`src/rtl/sram_ctrl_pkg.sv`:
```
package sram_ctrl_pkg;
    typedef enum logic [1:0] {
        ST_IDLE    = 2'd0,
        ST_SETUP   = 2'd1,
        ST_ACTIVE  = 2'd2,
        ST_RECOVER = 2'd3
    } sram_state_e;

    function automatic int unsigned cyc_max(input int unsigned a, input int unsigned b);
        return (a > b) ? a : b;
    endfunction
endpackage

```
`src/rtl/sram_cyc_timer.sv`:
```
module sram_cyc_timer #(
    parameter int CW = 4
) (
    input  logic          clk,
    input  logic          rst_n,
    input  logic          load,
    input  logic [CW-1:0] load_val,
    output logic          last
);
    logic [CW-1:0] cnt;

    always_ff @(posedge clk or negedge rst_n) begin
        if (!rst_n) begin
            cnt <= '0;
        end else if (load) begin
            cnt <= load_val - CW'(1);
        end else if (cnt != '0) begin
            cnt <= cnt - CW'(1);
        end
    end

    assign last = (cnt == '0);
endmodule

```
`src/rtl/sram_rd_capture.sv`:
```
module sram_rd_capture #(
    parameter int DW = 16
) (
    input  logic            clk,
    input  logic            rst_n,
    input  logic            cap_en,
    input  logic [DW/8-1:0] lane_en,
    input  logic [DW-1:0]   din,
    output logic [DW-1:0]   q
);
    localparam int LANES = DW / 8;

    for (genvar i = 0; i < LANES; i++) begin : g_lane
        always_ff @(posedge clk or negedge rst_n) begin
            if (!rst_n) begin
                q[8*i +: 8] <= 8'h00;
            end else if (cap_en) begin
                q[8*i +: 8] <= lane_en[i] ? din[8*i +: 8] : 8'h00;
            end
        end
    end
endmodule

```
`src/rtl/sram_async_ctrl.sv`:
```
module sram_async_ctrl
    import sram_ctrl_pkg::*;
#(
    parameter int AW             = 16,
    parameter int DW             = 16,
    parameter int ADDR_SETUP_CYC = 1,
    parameter int ACC_CYC        = 1,
    parameter int WP_CYC         = 1,
    parameter int DSETUP_CYC     = 1,
    parameter int TURN_CYC       = 1,
    parameter int REC_CYC        = 1
) (
    input  logic            clk,
    input  logic            rst_n,
    input  logic            host_req,
    input  logic            host_wr,
    input  logic [AW-1:0]   host_addr,
    input  logic [DW-1:0]   host_wdata,
    input  logic [DW/8-1:0] host_be,
    output logic            host_ack,
    output logic [DW-1:0]   host_rdata,
    output logic            host_rvalid,
    output logic [AW-1:0]   mem_addr,
    output logic            mem_cs_n,
    output logic            mem_we_n,
    output logic            mem_oe_n,
    output logic [DW/8-1:0] mem_lane_n,
    output logic [DW-1:0]   mem_dq_out,
    output logic            mem_dq_oe,
    input  logic [DW-1:0]   mem_dq_in
);
    localparam int LANES         = DW / 8;
    localparam int WR_SETUP_CYC  = cyc_max(ADDR_SETUP_CYC, TURN_CYC);
    localparam int WR_PULSE_CYC  = cyc_max(WP_CYC, DSETUP_CYC);
    localparam int MAX_CYC       = cyc_max(cyc_max(WR_SETUP_CYC, WR_PULSE_CYC),
                                           cyc_max(ACC_CYC, REC_CYC));
    localparam int CW            = $clog2(MAX_CYC + 1);

    sram_state_e        state, state_nx;
    logic               cur_wr;
    logic [AW-1:0]      cur_addr;
    logic [DW-1:0]      cur_wdata;
    logic [LANES-1:0]   cur_be;
    logic               tmr_load;
    logic [CW-1:0]      tmr_val;
    logic               tmr_last;
    logic               cap_en;
    logic               accept;

    assign accept = (state == ST_IDLE) && host_req;

    // next-state and timer load
    always_comb begin
        state_nx = state;
        tmr_load = 1'b0;
        tmr_val  = CW'(1);
        unique case (state)
            ST_IDLE: begin
                if (host_req) begin
                    tmr_load = 1'b1;
                    if (host_be == '0) begin
                        state_nx = ST_RECOVER;
                        tmr_val  = CW'(1);
                    end else begin
                        state_nx = ST_SETUP;
                        tmr_val  = host_wr ? CW'(WR_SETUP_CYC) : CW'(ADDR_SETUP_CYC);
                    end
                end
            end
            ST_SETUP: begin
                if (tmr_last) begin
                    state_nx = ST_ACTIVE;
                    tmr_load = 1'b1;
                    tmr_val  = cur_wr ? CW'(WR_PULSE_CYC) : CW'(ACC_CYC);
                end
            end
            ST_ACTIVE: begin
                if (tmr_last) begin
                    state_nx = ST_RECOVER;
                    tmr_load = 1'b1;
                    tmr_val  = CW'(REC_CYC);
                end
            end
            ST_RECOVER: begin
                if (tmr_last) begin
                    state_nx = ST_IDLE;
                end
            end
            default: state_nx = ST_IDLE;
        endcase
    end

    // state register and request latch
    always_ff @(posedge clk or negedge rst_n) begin
        if (!rst_n) begin
            state     <= ST_IDLE;
            cur_wr    <= 1'b0;
            cur_addr  <= '0;
            cur_wdata <= '0;
            cur_be    <= '0;
        end else begin
            state <= state_nx;
            if (accept) begin
                cur_wr    <= host_wr;
                cur_addr  <= host_addr;
                cur_wdata <= host_wdata;
                cur_be    <= host_be;
            end
        end
    end

    sram_cyc_timer #(.CW(CW)) u_timer (
        .clk      (clk),
        .rst_n    (rst_n),
        .load     (tmr_load),
        .load_val (tmr_val),
        .last     (tmr_last)
    );

    assign cap_en = (state == ST_ACTIVE) && !cur_wr && tmr_last;

    sram_rd_capture #(.DW(DW)) u_cap (
        .clk     (clk),
        .rst_n   (rst_n),
        .cap_en  (cap_en),
        .lane_en (cur_be),
        .din     (mem_dq_in),
        .q       (host_rdata)
    );

    // outputs
    always_comb begin
        mem_addr    = cur_addr;
        mem_dq_out  = cur_wdata;
        mem_cs_n    = 1'b1;
        mem_we_n    = 1'b1;
        mem_oe_n    = 1'b1;
        mem_lane_n  = '1;
        mem_dq_oe   = 1'b0;
        host_ack    = 1'b0;
        host_rvalid = 1'b0;
        unique case (state)
            ST_IDLE: begin
            end
            ST_SETUP: begin
                mem_cs_n   = 1'b0;
                mem_lane_n = ~cur_be;
            end
            ST_ACTIVE: begin
                mem_cs_n   = 1'b0;
                mem_lane_n = ~cur_be;
                mem_we_n   = !cur_wr;
                mem_oe_n   = cur_wr;
                mem_dq_oe  = cur_wr;
            end
            ST_RECOVER: begin
                mem_cs_n    = (cur_be == '0);
                mem_lane_n  = ~cur_be;
                host_ack    = tmr_last;
                host_rvalid = tmr_last && !cur_wr && (cur_be != '0);
            end
            default: begin
            end
        endcase
    end
endmodule

```
`config.mk`:
```
export PLATFORM = sky130hd
export DESIGN_NAME = sram_async_ctrl
export DESIGN_NICKNAME = d
export VERILOG_FILES = /design/src/rtl/sram_ctrl_pkg.sv /design/src/rtl/sram_cyc_timer.sv /design/src/rtl/sram_rd_capture.sv /design/src/rtl/sram_async_ctrl.sv
export SDC_FILE = /design/constraint.sdc
export NUM_CORES = 1
export LEC_CHECK = 0
export ABC_AREA = 1
export BUFFER_PORTS_ARGS = -buffer_cell sky130_fd_sc_hd__buf_4
export CAP_MARGIN = 20
export CELL_PAD_IN_SITES_DETAIL_PLACEMENT = 0
export CELL_PAD_IN_SITES_GLOBAL_PLACEMENT = 1
export CORE_ASPECT_RATIO = 1.2
export CORE_MARGIN = 2
export CORE_UTILIZATION = 29
export DETAILED_ROUTE_END_ITERATION = 8
export PLACE_DENSITY_LB_ADDON = 0.1
export SLEW_MARGIN = 0
export SYNTH_ARGS = -nofsm -noshare
export SYNTH_HDL_FRONTEND = slang
export SYNTH_SLANG_ARGS = --single-unit
```
`constraint.sdc`:
```
create_clock -name clk -period 1.2 [get_ports clk]
set_input_delay 0.12 -clock clk [delete_from_list [all_inputs] [get_ports clk]]
set_output_delay 0.12 -clock clk [all_outputs]
set_load 0.1 [all_outputs]
```
# Yosys cells after proc, flatten, opt, wreduce, memory -nomap -nowiden
# Index checks and enable logic that the tools add are counted.
# totals
ff_bits,54
inputBits,54
out_inout_bits,56
word_cells,51
# classes
addsub,1
eq_ne,7
n_mux,20
bitwise,2
reduce_logical,13
# ops
operator,count
$mux 8,2
$mux 2,6
$mux 1,9
$ne 2x2->1 const B,4
$pmux 2 s4,1
$logic_not 2->1,3
$logic_and 1x1->1,5
$eq 2x2->1 const B,2
$pmux 1 s2,2
$reduce_and 4->1,1
$reduce_or 3->1,1
$eq 2x1->1 const B,1
$not 2->2,1
$reduce_bool 2->1,1
$reduce_or 2->1,1
$logic_not 1->1,1
$not 1->1,1
$sub 1x1->1 const B,1

# Depth between registers and ports, before layout
# logic_depth
depth_word,4
ltp_mapped,8
depth_no_buf,7

# Cells and area by module
# Synthesis repeated with hierarchy kept, for this count alone.
# hier_totals
hier_cells,275
hier_area_um2,2404.8
# by_module_without_submodules
mod,n_inst,cells_each,area_per_inst_um2,seq_area_each_um2
sram_async_ctrl,1,201,1679.1,925.9
sram_rd_capture,1,70,686.9,400.4
sram_cyc_timer,1,4,38.8,25.0

# Worst setup path before layout
# Ideal clock, no wire load.
# synth_timing
kind,register to output
start,register state[1]
end,output host_rvalid
arrival_time_ns,3.509
required_time_ns,1.080
slack_ns,-2.429
stages_incl_launch_ff,3
n_path_buf,0
path_cell_list,dfrtp_1 > ha_1 > nor3b_1
# synth_via
elab_chain_cells,2
# synth_lines
item,line,text
from (decl),sram_async_ctrl.sv:39,"sram_state_e state, state_nx;"
from (signal assigned),sram_async_ctrl.sv:102,state <= state_nx;
$eq 2x2->1,sram_async_ctrl.sv:142,unique case (state)
$mux 1,sram_async_ctrl.sv:142,
to (decl),sram_async_ctrl.sv:22,"output logic host_rvalid,"
# No other way between the ends.

# Worst setup path after layout
# Same ends and word-level chain as after synthesis.

==> results.sh <==
export IMPL_outcome="complete, but fails checks"
export IMPL_violations="setup timing"
export IMPL_area_growth_pct=89.6
export IMPL_fill_cells=694
export IMPL_cts_root_buf="clkbuf_8"
export IMPL_grt_antenna_before_repair=0
export IMPL_cts_sinks=53
export IMPL_skew_ns=0.00674
export IMPL_yosysWarnings=0
export IMPL_end_kind="primary output"
export IMPL_syn_nets=309
export IMPL_first_iter_violations=34
export IMPL_whs_ns=0.0304
export IMPL_drt_pass1_iterations=4
export IMPL_period_needed_ns=1.57
export IMPL_seqCellArea_um2=1330
export IMPL_hold_viol_final=0
export IMPL_layout_drive_gt1_share_pct=61.7
export IMPL_htreeDepth=2
export IMPL_insertion_delay_ns=0.31
export IMPL_wire_per_inst_um=14.6
export IMPL_grt_pass1_wl_mm=10.7
export IMPL_chipHeight_um=99.7
export IMPL_layout_nets=443
export IMPL_track_usage_pct=16.0
export IMPL_die_x_um=83.8
export IMPL_ys_types=15
export IMPL_max_freq_mhz=635
export IMPL_synth_mux_area_share_pct=0
export IMPL_cp_required_ns=1.08
export IMPL_max_cap_violations=0
export IMPL_synth_area_per_cell_um2=8.82
export IMPL_ios=110
export IMPL_coreArea_um2=7320
export IMPL_slowest_stage="dfrtp_2"
export IMPL_crit_path_max_fanout=4
export IMPL_gp_congestion=0.713
export IMPL_cts_made_buffers=5
export IMPL_grt_max_degree=29
export IMPL_wl_mm=6.97
export IMPL_setup_tns_ns=-7.22
export IMPL_postPlaceCellArea_um2=3310
export IMPL_synth_seq_cells=53
export IMPL_pre_cts_ws_ns=-0.140
export IMPL_syn_area_um2=2210
export IMPL_cpPeakStageDelay_ns=0.44
export IMPL_cp_cell_sequence="buf_6, ha_4, nor3b_4, buf_12"
export IMPL_drc=0
export IMPL_synthAdderAreaFrac_pct=2.26
export IMPL_synth_top_family_by_area="simple AND/OR/NAND/NOR gates"
export IMPL_worst_slack_ns=-0.374
export IMPL_crit_type="register to primary output"
export IMPL_path_buf_inv=2
export IMPL_grt_overflow=0
export IMPL_rsz0062_at_grt="yes"
export IMPL_dieArea_um2=8350
export IMPL_rows=34
export IMPL_cp_top_family="flip-flops"
export IMPL_design_area_um2=4200
export IMPL_critical_path_arrival_ns=1.45
export IMPL_crit_path_start_kind="register"
export IMPL_hold_path_class="input pin to register"
export IMPL_dp_final_hpwl_mm=4.43
export IMPL_synthCells=251
export IMPL_relSlewSlack_pct=74.8
export IMPL_synth_simple_area_share_pct=32.2
export IMPL_period_share_pct=131
export IMPL_worst_pin_slew_ns=0.378
export IMPL_avgViaCountPerCell=4.52
export IMPL_portBuffers=109
export IMPL_ys_seq_area_share_pct=59.9
export IMPL_path_clk_slew_ns=0.10
export IMPL_multiInputGateArea_um2=1190
export IMPL_synth_compound_area_share_pct=0.678
export IMPL_drv_slew=0
export IMPL_num_vias=2153
export IMPL_antennaDiodeCount=0
export IMPL_grt_pass1_vias=2161
export IMPL_tritoncts="built"
export IMPL_cts_buffer_depth=2
export IMPL_synth_xor_area_share_pct=0
export IMPL_antenna_left=0
export IMPL_initial_utilization_pct=30.3
export IMPL_setup_viol=59
logic make-up (layout without fill, tap and decap cells):
logic type,count (synthesis),in the layout
compound gates,3,3
fa+ha+maj,4,4
flops,53,53
simple gates,169,169
buf+inv,22,157
cell usage after synthesis:
| master | count | area share (%) |
|---|---|---|
| inv_2 | 2 | 0.34 |
| nand3_1 | 52 | 12 |
| clkbuf_1 | 2 | 0.34 |
| nor2_1 | 2 | 0.34 |
| nand2_1 | 112 | 19 |
| buf_4 | 2 | 0.68 |
| buf_6 | 1 | 0.51 |
| dfrtp_1 | 53 | 60 |
| nand2_2 | 1 | 0.28 |
| o21ai_0 | 3 | 0.68 |
| ha_1 | 4 | 2.3 |
| nor2_4 | 1 | 0.51 |
| inv_1 | 5 | 0.85 |
| buf_2 | 10 | 2.3 |
| nor3b_1 | 1 | 0.34 |
per-layer routing:
layer | part of all wire (%) | vias up | track usage (%)
li1 | - | 1067 | -
met1 | 40 | 1018 | 19.1
met2 | 54 | 63 | 29.4
met3 | 5.3 | 5 | 3.40
met4 | 1.0 | 0 | 3.72
met5 | 0 | - | 0
state kept, by name (all words and copies together), names as in the netlist:
signal and cells:
u_cap.q 16, mem_dq_out 16, cur_wr 1, cur_be 2, mem_addr 16, state 2
worst register-to-register path, stage by stage (launching register included):
cell and delay [ns]:
dfrtp_2 0.46, inv_2 0.10, ha_4 0.21, nand2_8 0.11, buf_12 0.17, buf_8 0.12
nand2_2 0.05, nand2_2 0.04
per-stage QoR:
step / utilization [%] / cells
final: 57.4 / 476
after global routing: 57.4 / 476
after detailed placement: 45.3 / 455
after floorplan: - / 251
after global placement: 45.3 / 455
after CTS: 54.0 / 474
layout make-up:
class / instances / share of cell area, %
timing repair buffer: 142 / 33.4
sequential: 53 / 31.6
multi-input combinational: 176 / 28.2
tap: 90 / 2.68
clock buffer: 5 / 1.64
clock inverter: 3 / 1.55
inverter: 7 / 0.834
worst paths after layout:
check,startpoint,endpoint,slack (ns),cells past startpoint
max,state[1]$_DFFE_PN0P_,host_rvalid,-0.37,4
min,host_wdata[0],mem_dq_out[0]$_DFFE_PN0P_,0.03,3
max reg2reg,state[1]$_DFFE_PN0P_,mem_addr[0]$_DFFE_PN0P_,-0.17,7
min reg2reg,u_cap.q[15]$_DFFE_PN0P_,u_cap.q[15]$_DFFE_PN0P_,0.48,2
max in group asynchronous,rst_n,state[1]$_DFFE_PN0P_,0.45,3
min in group asynchronous,rst_n,u_cap.q[8]$_DFFE_PN0P_,0.26,2
timing repair:
item	CTS	global route
hold endpoints to repair	25	0
gates resized for setup	81	60
hold buffers	1	0
setup endpoints to repair	60	61
buffers inserted	5	2
pin swaps	10	29
gates cloned	5	3
cell usage in the layout, fill, tap and decap left out, drive strengths merged:
cell         instances
inv                  6
clkinvlp             1
nor2                 3
o21ai                3
dfrtp               53
nand2              113
nor3b                1
buf                139
clkinv               1
dlygate4sd3          1
bufinv               2
nand3               52
clkbuf               7
ha                   4
Power is left out: the tool's default activity adds up to more than one toggle a clock period on the data nets, which glitch-free logic cannot reach.
